[config.mk]
export PLATFORM = sky130hd
export DESIGN_NAME = pit_channel
export DESIGN_NICKNAME = d
export VERILOG_FILES = /design/src/rtl/pit_pkg.sv /design/src/rtl/pit_cw_decode.sv /design/src/rtl/pit_loader.sv /design/src/rtl/pit_sqwave.sv /design/src/rtl/pit_readback.sv /design/src/rtl/pit_channel.sv
export SDC_FILE = /design/constraint.sdc
export NUM_CORES = 1
export LEC_CHECK = 0
export BUFFER_PORTS_ARGS = -buffer_cell sky130_fd_sc_hd__buf_2
export CORE_ASPECT_RATIO = 0.5
export CORE_MARGIN = 2
export CORE_UTILIZATION = 40
export DETAILED_ROUTE_END_ITERATION = 16
export SLEW_MARGIN = 0
export SYNTH_ARGS = -nofsm -noshare
export SYNTH_HDL_FRONTEND = slang
export SYNTH_HIERARCHICAL = 1
export SYNTH_SLANG_ARGS = --single-unit
[constraint.sdc]
create_clock -name clk -period 3.4 [get_ports clk]
set_input_delay 0.85 -clock clk [delete_from_list [all_inputs] [get_ports clk]]
set_output_delay 0.85 -clock clk [all_outputs]
set_load 0.005 [all_outputs]
[src/rtl/pit_pkg.sv]
package pit_pkg;
  // Access field of the control word (bits [5:4]).
  typedef enum logic [1:0] {
    ACC_LATCH = 2'b00,
    ACC_LO    = 2'b01,
    ACC_HI    = 2'b10,
    ACC_LOHI  = 2'b11
  } acc_e;

  // Accepted mode field values (bits [3:1]); the top bit is don't-care.
  localparam logic [2:0] MODE_SQW_A = 3'b011;
  localparam logic [2:0] MODE_SQW_B = 3'b111;
endpackage

[src/rtl/pit_cw_decode.sv]
module pit_cw_decode
  import pit_pkg::*;
#(
  parameter int DW      = 8,
  parameter int CHAN_ID = 0
) (
  input  logic          clk,
  input  logic          rst,
  input  logic          cw_wr,
  input  logic [DW-1:0] wdata,
  output logic          mode_wr,
  output logic          latch_cmd,
  output acc_e          acc
);
  localparam logic [1:0] CH = CHAN_ID[1:0];

  logic chan_hit;
  logic mode_ok;
  acc_e acc_field;

  always_comb begin
    chan_hit  = (wdata[7:6] == CH);
    acc_field = acc_e'(wdata[5:4]);
    mode_ok   = (wdata[3:1] == MODE_SQW_A) || (wdata[3:1] == MODE_SQW_B);
    latch_cmd = cw_wr && chan_hit && (acc_field == ACC_LATCH);
    mode_wr   = cw_wr && chan_hit && (acc_field != ACC_LATCH) && mode_ok && !wdata[0];
  end

  always_ff @(posedge clk) begin
    if (rst) acc <= ACC_LOHI;
    else if (mode_wr) acc <= acc_field;
  end
endmodule

[src/rtl/pit_loader.sv]
module pit_loader
  import pit_pkg::*;
#(
  parameter int DW = 8,
  localparam int CNT_W = 2 * DW
) (
  input  logic             clk,
  input  logic             rst,
  input  logic             mode_wr,
  input  acc_e             acc,
  input  logic             dat_wr,
  input  logic [DW-1:0]    wdata,
  output logic             load_stb,
  output logic [CNT_W-1:0] load_val
);
  logic          prog_q;
  logic          hi_next_q;
  logic [DW-1:0] lo_q;

  always_comb begin
    load_stb = 1'b0;
    load_val = '0;
    if (dat_wr && prog_q) begin
      unique case (acc)
        ACC_LO:   begin load_stb = 1'b1; load_val = {{DW{1'b0}}, wdata}; end
        ACC_HI:   begin load_stb = 1'b1; load_val = {wdata, {DW{1'b0}}}; end
        ACC_LOHI: begin load_stb = hi_next_q; load_val = {wdata, lo_q}; end
        default:  begin load_stb = 1'b0; load_val = '0; end
      endcase
    end
  end

  always_ff @(posedge clk) begin
    if (rst) begin
      prog_q    <= 1'b0;
      hi_next_q <= 1'b0;
      lo_q      <= '0;
    end else if (mode_wr) begin
      prog_q    <= 1'b1;
      hi_next_q <= 1'b0;
    end else if (dat_wr && prog_q && acc == ACC_LOHI) begin
      hi_next_q <= ~hi_next_q;
      if (!hi_next_q) lo_q <= wdata;
    end
  end
endmodule

[src/rtl/pit_sqwave.sv]
module pit_sqwave #(
  parameter int CNT_W = 16,
  localparam int EW = CNT_W + 1
) (
  input  logic             clk,
  input  logic             rst,
  input  logic             mode_wr,
  input  logic             load_stb,
  input  logic [CNT_W-1:0] load_val,
  output logic             tmr_out,
  output logic             tmr_irq,
  output logic [CNT_W-1:0] cur_cnt
);
  logic          running_q, pend_q, out_q, irq_q;
  logic [EW-1:0] n_q, half_q, cur_q, stage_q;
  logic [EW-1:0] ld_ext, n_nxt, half_nxt, cur_nxt;
  logic          wrap, out_nxt;

  // A written zero stands for 2**CNT_W.
  always_comb begin
    ld_ext   = (load_val == '0) ? {1'b1, {CNT_W{1'b0}}} : {1'b0, load_val};
    wrap     = (cur_q == EW'(1));
    n_nxt    = (wrap && pend_q) ? stage_q : n_q;
    half_nxt = (wrap && pend_q) ? (stage_q >> 1) : half_q;
    cur_nxt  = wrap ? n_nxt : cur_q - EW'(1);
    out_nxt  = (cur_nxt > half_nxt);
  end

  always_ff @(posedge clk) begin
    if (rst) begin
      running_q <= 1'b0;
      pend_q    <= 1'b0;
      out_q     <= 1'b0;
      irq_q     <= 1'b0;
      n_q       <= '0;
      half_q    <= '0;
      cur_q     <= '0;
      stage_q   <= '0;
    end else if (mode_wr) begin
      running_q <= 1'b0;
      pend_q    <= 1'b0;
      out_q     <= 1'b1;
      irq_q     <= 1'b0;
    end else if (!running_q) begin
      irq_q <= 1'b0;
      if (load_stb) begin
        running_q <= 1'b1;
        n_q       <= ld_ext;
        half_q    <= ld_ext >> 1;
        cur_q     <= ld_ext;
        out_q     <= 1'b1;
      end
    end else begin
      cur_q <= cur_nxt;
      out_q <= out_nxt;
      irq_q <= out_nxt & ~out_q;
      if (wrap) begin
        n_q    <= n_nxt;
        half_q <= half_nxt;
        pend_q <= 1'b0;
      end
      if (load_stb) begin
        pend_q  <= 1'b1;
        stage_q <= ld_ext;
      end
    end
  end

  assign tmr_out = out_q;
  assign tmr_irq = irq_q;
  assign cur_cnt = cur_q[CNT_W-1:0];

  // a request only accompanies a low-to-high output step
  p_irq_on_rise_r6: assert property (@(posedge clk) disable iff (rst)
    irq_q |-> (out_q && !$past(out_q)));
  // the request lasts one cycle
  p_irq_single_r6: assert property (@(posedge clk) disable iff (rst)
    irq_q |=> !irq_q);
  // an idle channel raises no request
  p_idle_quiet_r2: assert property (@(posedge clk) disable iff (rst)
    !running_q |-> !irq_q);
  // the count stays inside 1..N while running
  p_cur_range_r5: assert property (@(posedge clk) disable iff (rst)
    running_q |-> (cur_q != '0 && cur_q <= n_q));
  // between boundaries the count steps down by one per cycle
  p_step_r5: assert property (@(posedge clk) disable iff (rst)
    (running_q && $past(running_q) && $past(cur_q) != EW'(1))
      |-> (cur_q == $past(cur_q) - EW'(1)));
endmodule

[src/rtl/pit_readback.sv]
module pit_readback #(
  parameter int DW = 8,
  localparam int CNT_W = 2 * DW
) (
  input  logic             clk,
  input  logic             rst,
  input  logic             mode_wr,
  input  logic             latch_cmd,
  input  logic             rd_en,
  input  logic             rd_ctrl,
  input  logic [CNT_W-1:0] cur_cnt,
  output logic [DW-1:0]    rdata
);
  logic             latched_q, rd_hi_q;
  logic [CNT_W-1:0] lat_q, src;
  logic [DW-1:0]    rdata_q;

  assign src = latched_q ? lat_q : cur_cnt;

  always_ff @(posedge clk) begin
    if (rst) begin
      latched_q <= 1'b0;
      rd_hi_q   <= 1'b0;
      lat_q     <= '0;
      rdata_q   <= '0;
    end else begin
      if (rd_en) rdata_q <= rd_ctrl ? '0 : (rd_hi_q ? src[CNT_W-1:DW] : src[DW-1:0]);
      if (mode_wr) begin
        latched_q <= 1'b0;
        rd_hi_q   <= 1'b0;
      end else if (latch_cmd && !latched_q) begin
        latched_q <= 1'b1;
        lat_q     <= cur_cnt;
        rd_hi_q   <= 1'b0;
      end else if (rd_en && !rd_ctrl) begin
        rd_hi_q <= ~rd_hi_q;
        if (rd_hi_q) latched_q <= 1'b0;
      end
    end
  end

  assign rdata = rdata_q;

  // a held snapshot never changes
  p_latch_hold_r8: assert property (@(posedge clk) disable iff (rst)
    $past(latched_q) |-> $stable(lat_q));
  // control-port reads return zero
  p_rd_ctrl_r9: assert property (@(posedge clk) disable iff (rst)
    $past(rd_en && rd_ctrl) |-> (rdata_q == '0));
endmodule

[src/rtl/pit_channel.sv]
module pit_channel
  import pit_pkg::*;
#(
  parameter int DW      = 8,
  parameter int CHAN_ID = 0,
  localparam int CNT_W  = 2 * DW
) (
  input  logic          clk,
  input  logic          rst,
  input  logic          bus_wr,
  input  logic          bus_rd,
  input  logic          bus_addr,
  input  logic [DW-1:0] bus_wdata,
  output logic [DW-1:0] bus_rdata,
  output logic          tmr_out,
  output logic          tmr_irq
);
  logic             cw_wr, dat_wr, mode_wr, latch_cmd, load_stb;
  acc_e             acc;
  logic [CNT_W-1:0] load_val, cur_cnt;

  assign cw_wr  = bus_wr & bus_addr;
  assign dat_wr = bus_wr & ~bus_addr;

  pit_cw_decode #(.DW(DW), .CHAN_ID(CHAN_ID)) u_dec (
    .clk(clk), .rst(rst), .cw_wr(cw_wr), .wdata(bus_wdata),
    .mode_wr(mode_wr), .latch_cmd(latch_cmd), .acc(acc));

  pit_loader #(.DW(DW)) u_ld (
    .clk(clk), .rst(rst), .mode_wr(mode_wr), .acc(acc), .dat_wr(dat_wr),
    .wdata(bus_wdata), .load_stb(load_stb), .load_val(load_val));

  pit_sqwave #(.CNT_W(CNT_W)) u_sq (
    .clk(clk), .rst(rst), .mode_wr(mode_wr), .load_stb(load_stb),
    .load_val(load_val), .tmr_out(tmr_out), .tmr_irq(tmr_irq), .cur_cnt(cur_cnt));

  pit_readback #(.DW(DW)) u_rb (
    .clk(clk), .rst(rst), .mode_wr(mode_wr), .latch_cmd(latch_cmd),
    .rd_en(bus_rd), .rd_ctrl(bus_addr), .cur_cnt(cur_cnt), .rdata(bus_rdata));
endmodule

* Word-level counts from Yosys, hierarchy flattened
Cells that the tools add are included.
Storage, ports and cells: bits of input ports 13, register bits after elaboration 110, output and inout bits 10
Operators by class: reduce and logical (&&, ||, !) cells 34, magnitude comparators 1, equal/unequal tests 7, add/subtract/negate cells 1, muxes and demuxes 28, bitwise operators 9
Operators by type and width (count):
- two-way mux 17 bit | 11
- case mux 16 bit (3 select lines) | 1
- two-way mux 16 bit | 2
- equality test 17 x 1 -> 1 bit, second input constant | 1
- greater-than comparator 17 bit | 1
- subtractor 17 x 1 -> 17 bit, second input constant | 1
- logical NOT 16 bit | 1
- two-way mux 8 bit | 2
- two-way mux 1 bit | 11
- logical AND 1 bit | 10
- nonzero test 2 bit | 5
- AND reduction 3 bit | 3
- AND reduction 2 bit | 4
- inverter 1 bit | 6
- OR reduction 3 bit | 2
- equality test 2 bit, second input constant | 2
- logical NOT 2 bit | 2
- OR reduction 2 bit | 2
- AND 1 bit | 3
- equality test 3 x 2 -> 1 bit, second input constant | 1
- equality test 3 bit, second input constant | 1
- logical NOT 1 bit | 3
- nonzero test 3 bit | 1
- equality test 2 x 1 -> 1 bit, second input constant | 1
- other kinds (3) | 3

* Longest topological paths before layout
Gate-level depths: netlist of run 1.
depth after elaboration 8, mapped depth 14, mapped depth without buffers 13

* Cells and area by module
Netlist of run 1, hierarchy kept.
Modules (own cells, without submodules):
- pit_sqwave | area each 4403.0 um2, cells each 530, instances 1
- pit_readback | area each 1131.1 um2, cells each 127, instances 1
- pit_loader | area each 676.9 um2, cells each 77, instances 1
- pit_cw_decode | area each 130.1 um2, cells each 12, instances 1
- pit_channel | area each 16.3 um2, cells each 2, instances 1

* Least setup slack after synthesis of run 1
OpenSTA, ideal clock, no wires.
path kind register -> register, start register u_sq.cur_q[0], end register u_sq.out_q, in the netlist u_sq/tmr_out, stages on the path, launching flop included 14, data required time 3.265 ns, buffers on the path 3, setup time 0.135 ns, setup slack 0.047 ns, data arrival time 3.218 ns, path through dfxtp_1 ha_1 or4b_4 buf_6 nor3_1 buf_4 buf_4 mux2i_1 ha_1 a21o_1 a221o_1 a221o_1 a22oi_1 a21oi_1
Between the ends: longest elaborated chain between the ends 7, elaborated cells on any way between the ends 9, those cells by class add/sub (1); order compare (1); eq/ne (1); mux (5); reduce/logical (1)
RTL lines:
- start, declared | RTL line pit_sqwave.sv:15 | logic [EW-1:0] n_q, half_q, cur_q, stage_q;
- start signal, assigned | RTL line pit_sqwave.sv:50 | cur_q <= ld_ext;
- start signal, assigned | RTL line pit_sqwave.sv:54 | cur_q <= cur_nxt;
- branches (longest 4 deep; another with subtractor 17 x 1 -> 17 bit)
- greater-than comparator 17 bit * | RTL line pit_sqwave.sv:26 | out_nxt = (cur_nxt > half_nxt);
- two-way mux 1 bit * | RTL line pit_sqwave.sv:44 | end else if (!running_q) begin
- two-way mux 1 bit * | RTL line pit_sqwave.sv:39 | end else if (mode_wr) begin
- end signal, assigned | RTL line pit_sqwave.sv:55 | out_q <= out_nxt;
- end, declared | RTL line pit_sqwave.sv:14 | logic running_q, pend_q, out_q, irq_q;
Every way passes the cells marked *. A chain may end at the register's enable or synchronous reset.

* Worst setup path after layout of run 1
start register u_sq.cur_q[6], end register u_sq.irq_q, in the netlist u_sq/tmr_irq
Between the ends: longest elaborated chain between the ends 6, elaborated cells on any way between the ends 8, those cells by class add/sub (1); order compare (1); eq/ne (1); mux (3); bitwise (1); reduce/logical (1)
RTL lines:
- branches (longest 4 deep; another with subtractor 17 x 1 -> 17 bit)
- greater-than comparator 17 bit * | RTL line pit_sqwave.sv:26
- AND 1 bit * | RTL line pit_sqwave.sv:56 | irq_q <= out_nxt & ~out_q;
- end signal, assigned | RTL line pit_sqwave.sv:56
- end, declared | RTL line pit_sqwave.sv:14
Marks and branches as above.

==> summary.txt, run 1 <==
Pwr
  • Psw: 0.599 mW
  • Leakage: 2.64 nW
  • VDD IR-drop max: 0.000231 V
  • Internal: 1.83 mW
  • Clk network pwr share: 0.437
  • Switching Share: 0.246
  • Sequential share of power: 0.532
  • Comb power frac: 0.031
  • Power Total: 2.43 mW
  • PD cells: 334 nW/um2

Global routing
  • Vias in the first global route: 5487
  • Overflow after GRT: 0
  • Gr usage total: 0.247
  • Initial antenna violation count: 0
  • First-pass GRT wire length: 32200 um
  • Largest net degree at the start of global routing: 39

Placed design
  • Detailed placement HPWL: 14800 um
  • Final Wtd Congestion: 0.946
  • Placed Instance Area: 6880 um2
  • # port buffers: 22
  • Cell total after placement: 973

Detailed routing
  • ANT nets after route: 0
  • First-pass iteration count of the detailed router: 5
  • DR DRC count: 0
  • Drt wl/cell: 20.7 um
  • Vias: 5856
  • Routed wire length: 20500 um
  • DR vias/cell: 5.91
  • DRT iter0 DRCs: 716

Yosys
  • Top FF cell, synth: dfxtp_1
  • Synth warn: 6
  • Syn avg cell area: 8.50 um2
  • Unique cell type count in the Yosys netlist: 75
  • Synth async-reset ratio: 0
  • Yosys reg bits: 110
  • Post-synth EDFFs: 0
  • Post-synthesis sequential area ratio: 0.346
  • Cells after Synth: 748
  • Synth Net Count: 783
  • Cell Area, Synth: 6360 um2

Floorplan
  • Die Area: 17000 um2
  • Initial core utilization: 0.411
  • Core area: 15500 um2
  • Cell Rows: 32
  • Top-Level Pins: 23
  • Die Height: 93.1 um
  • Chip width: 182 um

Clock network
  • CTS root buffer: clkbuf_16
  • TritonCTS Buffers: 9
  • CTS H-tree lvls: 3
  • Clk pin slew, worst setup/hold paths: 80 ps
  • Clk sinks: 110
  • Hold Buf Count CTS: 0
  • CTS tree: yes
  • Worst skew pair latency: 350 ps
  • Longest Clk Path Bufs: 2

Critical path
  • Arrival time worst endpoint: 3570 ps
  • CP max FO: 6
  • Slowest CP cell: or4_4
  • Worst Setup EP: u_sq/tmr_irq
  • Reg2Reg Setup Slack: 80 ps
  • CP Launch Type: flop
  • Critical path class: reg2reg
  • Worst Setup SP: u_sq/cur_q[6]
  • FF-to-FF Start: u_sq/cur_q[6]
  • Reg2Reg Depth: 13
  • Worst EP required: 3650 ps
  • CP cell instances: buf_4, or4_4, nor4_4, buf_4, nand3_1, a21oi_2, a21oi_2, ha_1, and4_4, and3_4, a21boi_1, a22oi_2, nor4_1
  • Worst setup EP type: flop
  • Critical Path Max Stage Delay: 570 ps
  • R2R Path End: u_sq/tmr_irq

Worst hold path
  • Min-delay worst type: reg2reg

STA
  • Max_slew headroom: 0.269
  • Final hold vios: 0
  • Final min period: 3320 ps
  • Slew @ Worst Pin: 1090 ps
  • Max-slew violation count: 0
  • Setup violations, final: 0
  • Fmax: 0.301 GHz
  • TNS Setup: 0 ps
  • Final setup skew: 5.64 ps
  • Fin crit share: 0.977

Flow run
  • Max Cap Viol: 0

Layout
  • Synth-to-layout area growth: 14.5%
  • Fin area: 7280 um2
  • Layout Nets: 817
  • Post-Layout Cell Count: 991
  • Share of post-route cells with drive strength above 1: 0.201
  • Ant diodes: 0
  • Post-layout util: 0.471

Status
  • Status: complete, no violations
through the flow:
| step | setup WS [ps] | hold WS [ps] |
|---|---|---|
| 2_1_floorplan | 46.6 | 436 |
| 3_3_place_gp | 83.3 | 430 |
| 3_5_place_dp | 7.46 | 438 |
| 4_1_cts | 15.9 | 458 |
| 5_1_grt | -10.8 | 472 |
| 6_report | 78.6 | 450 |
synthesized netlist by cell type, drive strengths merged (4+ instances only):
cell,instances,share of area
nor2b,5,0.0049
ha,22,0.043
xnor2,8,0.011
and2,12,0.012
a2111oi,5,0.0083
and4,7,0.0096
nor3,11,0.0087
and3,7,0.0069
or4,6,0.0077
nand3,16,0.013
mux2i,55,0.087
o221a,5,0.0089
nor2,59,0.039
nand2,83,0.049
clkbuf,31,0.018
a22oi,9,0.011
nand4,13,0.013
or3,4,0.0039
nor4,11,0.014
o21ai,31,0.024
buf,37,0.042
inv,15,0.0089
o221ai,14,0.019
a21o,11,0.013
o21a,5,0.0059
a31o,4,0.0055
a31oi,16,0.016
o22ai,12,0.012
a21oi,56,0.044
nor3b,6,0.0096
nand2b,17,0.017
xor2,7,0.0096
a221o,4,0.0065
dfxtp,110,0.35
worst min-delay path by stage:
stage | start | to | slack (ps) | depth (start not counted)
2_1_floorplan | u_rb/lat_q[0] | u_rb/lat_q[0] | 440 | 2
3_3_place_gp | u_rb/rdata[6] | u_rb/rdata[6] | 430 | 1
3_5_place_dp | u_rb/rdata[6] | u_rb/rdata[6] | 440 | 1
4_1_cts | u_sq/stage_q[0] | u_sq/stage_q[0] | 460 | 2
5_1_grt | u_rb/rdata[0] | u_rb/rdata[0] | 470 | 1
6_report | u_rb/rdata[6] | u_rb/rdata[6] | 450 | 1
power by group through the flow:
| stage | registers (mW) | logic, mW | clock network (mW) |
|---|---|---|---|
| floorplan | 1.32 | 0.0451 | 0 |
| global placement | 1.32 | 0.0751 | 0 |
| detailed placement | 1.32 | 0.0750 | 0 |
| CTS | 1.29 | 0.0755 | 1.08 |
| global route | 1.29 | 0.0838 | 1.14 |
| finish | 1.29 | 0.0763 | 1.06 |
flip-flops by register name, summed over array words and instances, names as in the netlist, 2 cells and up:
signal and flops:
u_ld/lo_q 8, u_dec/acc 2, u_sq/n_q 17, u_sq/cur_q 17, u_sq/half_q 17, u_sq/stage_q 17
u_rb/rdata 8, u_rb/lat_q 16
critical path, delay by kind of cell (launching register included):
kind                     cells  cell delay (ps)
flip-flops                   1              320
buffers and inverters        2              320
adder cells (fa/ha/maj)      1              330
AND/OR/NAND/NOR              6             1620
AO/OA/AOI/OAI                4              600
cell families (layout without fill, tap and decap cells):
| group | after synthesis | after routing | synth area share |
|---|---|---|---|
| XOR/XNOR | 15 | 15 | 0.0207 |
| AO/OA/AOI/OAI | 191 | 191 | 0.203 |
| buffers and inverters | 83 | 122 | 0.0687 |
| adder cells (fa/ha/maj) | 22 | 22 | 0.0433 |
| multiplexers | 58 | 58 | 0.0919 |
| flip-flops | 110 | 110 | 0.346 |
| AND/OR/NAND/NOR | 269 | 269 | 0.227 |
placed cells by master (no fill, tap or decap), types with 3 or more instances in the layout:
cell type,Yosys,layout
o21ai_0,28,27
xor2_1,7,7
inv_8,0,3
nor2b_1,5,5
a31oi_1,16,16
dfxtp_1,110,109
o21a_1,5,5
o22ai_1,12,12
clkbuf_16,0,9
a22oi_1,9,8
xnor2_1,8,8
a31o_2,4,4
a211oi_1,3,3
o221ai_1,14,14
nor3_2,0,3
buf_2,10,22
nand2_1,82,82
or3_1,4,4
and3_1,7,6
nand3_1,16,16
and2_1,11,11
a21o_1,11,11
buf_4,20,66
mux2_2,3,3
nand2b_1,17,17
or4_1,5,4
nor4_1,8,8
o221a_2,5,5
mux2i_1,55,52
ha_1,22,22
a21oi_1,56,54
nand4_1,13,13
nor3b_1,4,3
nor3_1,11,8
o21ai_1,3,4
inv_1,14,14
a221o_1,3,3
and4_1,7,6
nor2_1,57,57
area by class of cell:
type                       count  area [um2]
multi-input combinational    555        3820
fill                        1480        8180
tap                          204         255
timing repair buffer          91         657
clock buffer                   9         225
inverter                      15        56.3
sequential                   110        2200
clock inverter                 7        63.8
metal layers:
metal,share of wire,GRT usage,vias to the layer above
met3,0.090,0.0646,8
met1,0.50,0.373,2821
met5,0,0,-
met4,0.0059,0.0403,0
li1,-,-,2781
met2,0.40,0.354,246
what timing repair did:
| item | in CTS | in global routing |
|---|---|---|
| endpoints found under the hold margin | 0 | 0 |
| pin swaps | 0 | 6 |
| buffers inserted | 0 | 2 |
| resized for setup | 1 | 20 |
| endpoints found under the setup margin | 2 | 2 |
(Power assumes the default switching activity.)
==> run 2: changes to the inputs <==
--- a/config.mk
+++ b/config.mk
@@ -5,6 +5,7 @@
 export SDC_FILE = /design/constraint.sdc
 export NUM_CORES = 1
 export LEC_CHECK = 0
+export ABC_AREA = 1
 export BUFFER_PORTS_ARGS = -buffer_cell sky130_fd_sc_hd__buf_2
 export CORE_ASPECT_RATIO = 0.5
 export CORE_MARGIN = 2
==> summary.txt, run 2 <==
Status
  • Status: complete, no violations

Yosys
  • Synth warn: 6
  • Synth async-reset ratio: 0
  • Cells after Synth: 1004
  • Synth area leader: dfxtp_1
  • Post-synthesis sequential area ratio: 0.326
  • Cell Area, Synth: 6760 um2
  • List of most frequent post-synthesis cells: nand2_1 (215), inv_1 (120), a21oi_1 (115), dfxtp_1 (110), o21ai_0 (87)
  • Synth Net Count: 1039
  • Post-synth top area share: 0.326
  • Yosys reg bits: 110
  • Post-synth EDFFs: 0
  • Cell with the most instances after synthesis: nand2_1
  • Unique cell type count in the Yosys netlist: 45
  • Syn avg cell area: 6.73 um2
  • Largest cells by area after synthesis: dfxtp_1 (33%), nand2_1 (12%), a21oi_1 (8.5%)
  • Top FF cell, synth: dfxtp_1

Placed design
  • Placed Instance Area: 6920 um2
  • Final Wtd Congestion: 0.891
  • # port buffers: 22
  • Detailed placement HPWL: 14800 um
  • Cell total after placement: 1215

Global routing
  • First-pass GRT wire length: 32000 um
  • Gr usage total: 0.229
  • Largest net degree at the start of global routing: 38
  • Overflow after GRT: 0
  • Initial antenna violation count: 0
  • Vias in the first global route: 5944

Clock network
  • Post-CTS sizing: 0
  • CTS root buffer: clkbuf_16
  • Post-CTS Setup Bufs: 0
  • CTS H-tree lvls: 3
  • Longest Clk Path Bufs: 2
  • TritonCTS Buffers: 9
  • CTS tree: yes
  • Hold Buf Count CTS: 0
  • Clk sinks: 110
  • Clk pin slew, worst setup/hold paths: 80 ps
  • Worst skew pair latency: 360 ps

STA
  • TNS Setup: 0 ps
  • Fmax: 0.320 GHz
  • Setup violations, final: 0
  • Hold WS: 452 ps
  • Max_slew headroom: 0.298
  • RSZ-0062 raised after global routing: no
  • Final hold vios: 0
  • Max-slew violation count: 0
  • Fin crit share: 0.918
  • Slew @ Worst Pin: 1050 ps
  • Final min period: 3120 ps
  • Final setup skew: 12.2 ps

Critical path
  • CP max FO: 27
  • Arrival time worst endpoint: 3350 ps
  • Critical path class: reg2reg
  • Worst Setup SP: u_sq/cur_q[0]
  • Worst setup EP type: flop
  • CP Launch Type: flop
  • Worst EP required: 3630 ps
  • FF-to-FF Start: u_sq/cur_q[0]

Floorplan
  • Top-Level Pins: 23
  • Cell Rows: 33
  • Core area: 16400 um2
  • Die Area: 18000 um2
  • Die Height: 95.9 um
  • Chip width: 188 um
  • Initial core utilization: 0.411

Layout
  • Most frequent cells in the layout: nand2_1 (215), inv_1 (120), a21oi_1 (115)
  • Ant diodes: 0
  • # fillers: 1777
  • Commonest non-fill, non-tap cell in the layout: nand2_1
  • Synth-to-layout area growth: 7.54%
  • Share of post-route cells with drive strength above 1: 0.127
  • Post-Layout Cell Count: 1232
  • Layout Nets: 1035
  • Fin area: 7260 um2

Pwr
  • Switching Share: 0.221
  • Power Total: 2.57 mW
  • Leakage: 3.15 nW
  • Psw: 0.569 mW
  • Internal: 2.00 mW
  • VDD IR-drop max: 0.000256 V
  • Sequential share of power: 0.504
  • Clk network pwr share: 0.463
  • Comb power frac: 0.033
  • PD cells: 354 nW/um2

Detailed routing
  • ANT nets after route: 0
  • Vias: 6518
  • DR DRC count: 0
  • First-pass iteration count of the detailed router: 5
  • Drt wl/cell: 16.3 um
  • Routed wire length: 20000 um
  • DRT iter0 DRCs: 815
  • DR vias/cell: 5.29

Flow run
  • Max Cap Viol: 0

Worst hold path
  • Hold path start: u_rb/lat_q[6]
  • Min-delay worst type: reg2reg
[run 2: critical path, cell delays in order (launching register included)]
cell	delay, ps
dfxtp_1	430
ha_1	220
nand3_2	130
nor2_8	180
nand2_4	250
nor2_1	370
nand2_1	130
and3_1	200
ha_1	310
a21oi_1	130
o21ai_0	100
a21oi_1	300
nand2_1	90
nand2_1	100
a21oi_1	60
[run 2: final timing paths]
| path | cells after the start | slack (ps) | end |
|---|---|---|---|
| worst max-delay path | 14 | 280 | u_sq/tmr_out |
| worst min-delay path | 2 | 450 | u_rb/lat_q[6] |
| worst max register to register | 14 | 280 | u_sq/tmr_out |
| worst min register to register | 2 | 450 | u_rb/lat_q[6] |
[run 2: layout make-up]
cell class              count  area, um2  area share
flip-flops and latches    110       2200       0.303
repair buffers             41        253      0.0348
inverters                 131        502      0.0691
clock inverters             5       81.3      0.0112
well taps                 227        284      0.0391
multi-input cells         707       3690       0.508
clock buffers              11        253      0.0348
[run 2: power by group through the flow]
stage	Combinational [mW]	Sequential (mW)	Clock (mW)
3_5_place_dp	0.0844	1.33	0
3_3_place_gp	0.0834	1.33	0
2_1_floorplan	0.0552	1.32	0
4_1_cts	0.0844	1.30	1.21
5_1_grt	0.0940	1.30	1.27
6_report	0.0848	1.30	1.19
[run 2: cells by family (layout without fill, tap and decap cells)]
logic type | Yosys count | after routing | share of synthesized area
buffers and inverters | 188 | 188 | 0.130
adders and majority gates | 22 | 22 | 0.0407
and+or+nand+nor | 434 | 435 | 0.303
xor gates and xnor gates | 6 | 6 | 0.00778
AOI/OAI and AO/OA | 244 | 244 | 0.193
DFF | 110 | 110 | 0.326
[run 2: stage by stage]
stage          setup slack [ps]  utilization
6_report                    280        0.442
5_1_grt                    47.0        0.442
4_1_cts                     302        0.441
3_5_place_dp                326        0.421
3_3_place_gp                351        0.421
2_1_floorplan               795            -
[run 2: routing by layer]
layer / GRT usage / vias to the layer above / routed length, um
met5: 0 / - / 0
met4: 0.0427 / 0 / 152
met3: 0.0496 / 14 / 1410
met2: 0.354 / 213 / 8350
met1: 0.329 / 3042 / 10100
li1: - / 3249 / -
==> run 3: changes to the inputs <==
--- a/config.mk
+++ b/config.mk
@@ -11,6 +11,7 @@
 export CORE_MARGIN = 2
 export CORE_UTILIZATION = 40
 export DETAILED_ROUTE_END_ITERATION = 16
+export PLACE_DENSITY = 0.66
 export SLEW_MARGIN = 0
 export SYNTH_ARGS = -nofsm -noshare
 export SYNTH_HDL_FRONTEND = slang
==> summary.txt, run 3 (synthesis results as in run 2) <==
Pwr
  • Switching Share: 0.245
  • VDD IR-drop max: 0.000230 V
  • Internal: 1.83 mW
  • Leakage: 3.11 nW
  • Comb power frac: 0.034
  • Clk network pwr share: 0.430
  • Psw: 0.592 mW
  • Sequential share of power: 0.536
  • PD cells: 337 nW/um2

Layout
  • Layout Nets: 1031
  • Ant diodes: 0
  • Post-layout util: 0.437
  • Share of post-route cells with drive strength above 1: 0.125
  • Synth-to-layout area growth: 6.35%
  • Post-Layout Cell Count: 1228
  • Fin area: 7180 um2
  • Commonest non-fill, non-tap cell in the layout: nand2_1
  • Most frequent cells in the layout: nand2_1 (215), inv_1 (120), a21oi_1 (115)

Detailed routing
  • Routed wire length: 19300 um
  • DR DRC count: 0
  • First-pass iteration count of the detailed router: 5
  • DR vias/cell: 5.28
  • Vias: 6480
  • DRT iter0 DRCs: 660
  • ANT nets after route: 0
  • Drt wl/cell: 15.7 um

Clock network
  • Longest Clk Path Bufs: 2
  • Post-CTS Setup Bufs: 0
  • CTS tree: yes
  • Clk pin slew, worst setup/hold paths: 80 ps
  • Clk sinks: 110
  • Worst skew pair latency: 360 ps
  • CTS H-tree lvls: 3
  • CTS root buffer: clkbuf_16
  • TritonCTS Buffers: 9

Floorplan
  • Core area: 16400 um2
  • Top-Level Pins: 23
  • Die Height: 95.9 um
  • Initial core utilization: 0.411
  • Cell Rows: 33
  • Die Area: 18000 um2
  • Chip width: 188 um

Global routing
  • Most Used Layer, Global Route: met2
  • Overflow after GRT: 0
  • Met3 usage: 0.0620
  • Initial antenna violation count: 0
  • Gr usage total: 0.222
  • Met1 usage: 0.302
  • First-pass GRT wire length: 31500 um
  • Vias in the first global route: 5979
  • Largest net degree at the start of global routing: 54
  • Grt met2 use: 0.355

STA
  • Setup violations, final: 0
  • Max-slew violation count: 0
  • Final hold vios: 0
  • TNS Setup: 0 ps
  • Max_slew headroom: 0.376
  • Fmax: 0.320 GHz
  • Final setup skew: 8.53 ps
  • Final min period: 3120 ps
  • Slew @ Worst Pin: 934 ps
  • Setup WS post-layout: 278 ps
  • Fin crit share: 0.918
  • RSZ-0062 raised after global routing: no

Placed design
  • Placed Instance Area: 6890 um2
  • Cell total after placement: 1212
  • Final Wtd Congestion: 0.930
  • Placement Setup Slack: 156 ps
  • # port buffers: 22
  • Detailed placement HPWL: 14000 um

Critical path
  • Worst EP required: 3640 ps
  • CP Launch Type: flop
  • CP max FO: 27
  • Arrival time worst endpoint: 3360 ps
  • Critical path class: reg2reg
  • Reg2Reg Setup Slack: 280 ps
  • Worst setup EP type: flop

Flow run
  • Max Cap Viol: 0

Status
  • Status: complete, no violations

Worst hold path
  • Min-delay worst type: reg2reg
-- run 3: cell count changes in the layout (fill, tap and decap cells not counted), sizes merged --
cell / previous run / this run
inv: 129 / 133
buf: 41 / 38
bufinv: 2 / 0
clkbuf: 11 / 10
clkinvlp: 1 / 0
nand3: 52 / 51
-- run 3: through the flow --
stage	hold WS (ps)	total power, mW
2_1_floorplan	421	1.38
4_1_cts	454	2.44
6_report	453	2.42
3_5_place_dp	441	1.41
3_3_place_gp	434	1.41
5_1_grt	466	2.50
-- run 3: metal layers --
metal / vias up / wire length (um)
met5: - / 0
met4: 0 / 170
met3: 8 / 1530
met2: 210 / 8110
met1: 3018 / 9470
li1: 3244 / -
-- run 3: cell type report --
class	count	area [um2]
Fill cell	1773	9250
Multi-Input combinational cell	706	3680
Clock buffer	10	229
Sequential cell	110	2200
Timing Repair Buffer	38	230
Inverter	131	504
Tap cell	227	284
Clock inverter	6	51.3
-- run 3: repair_timing --
action	CTS	global route
hold buffers	0	0
endpoints found under the setup margin	0	2
gates resized for setup	0	5
-- run 3: power groups by stage --
stage	clock network [mW]	registers, mW	logic, mW
6_report	1.04	1.30	0.0830
5_1_grt	1.11	1.30	0.0924
4_1_cts	1.07	1.30	0.0820
3_5_place_dp	0	1.33	0.0820
3_3_place_gp	0	1.33	0.0807
2_1_floorplan	0	1.32	0.0552
-- run 3: final timing paths --
kind              cells past startpoint             end           start
hold / removal                        2  u_rb/lat_q[12]  u_rb/lat_q[12]
hold reg to reg                       2  u_rb/lat_q[12]  u_rb/lat_q[12]
setup / recovery                     17    u_sq/tmr_out   u_sq/cur_q[1]
setup reg to reg                     17    u_sq/tmr_out   u_sq/cur_q[1]
-- run 3: worst max-delay path: stages (launching register included) --
cell and delay, ps:
dfxtp_1 440, inv_1 100, ha_1 210, nand3_2 130
nor2_8 70, nand2_4 300, inv_1 230, nor2_1 110
o21ai_0 220, and2_1 220, ha_1 300, a21oi_1 130
o21a_1 140, nand3_1 80, nand2_1 60, nand2_1 50
nand2_1 120, a21oi_1 70
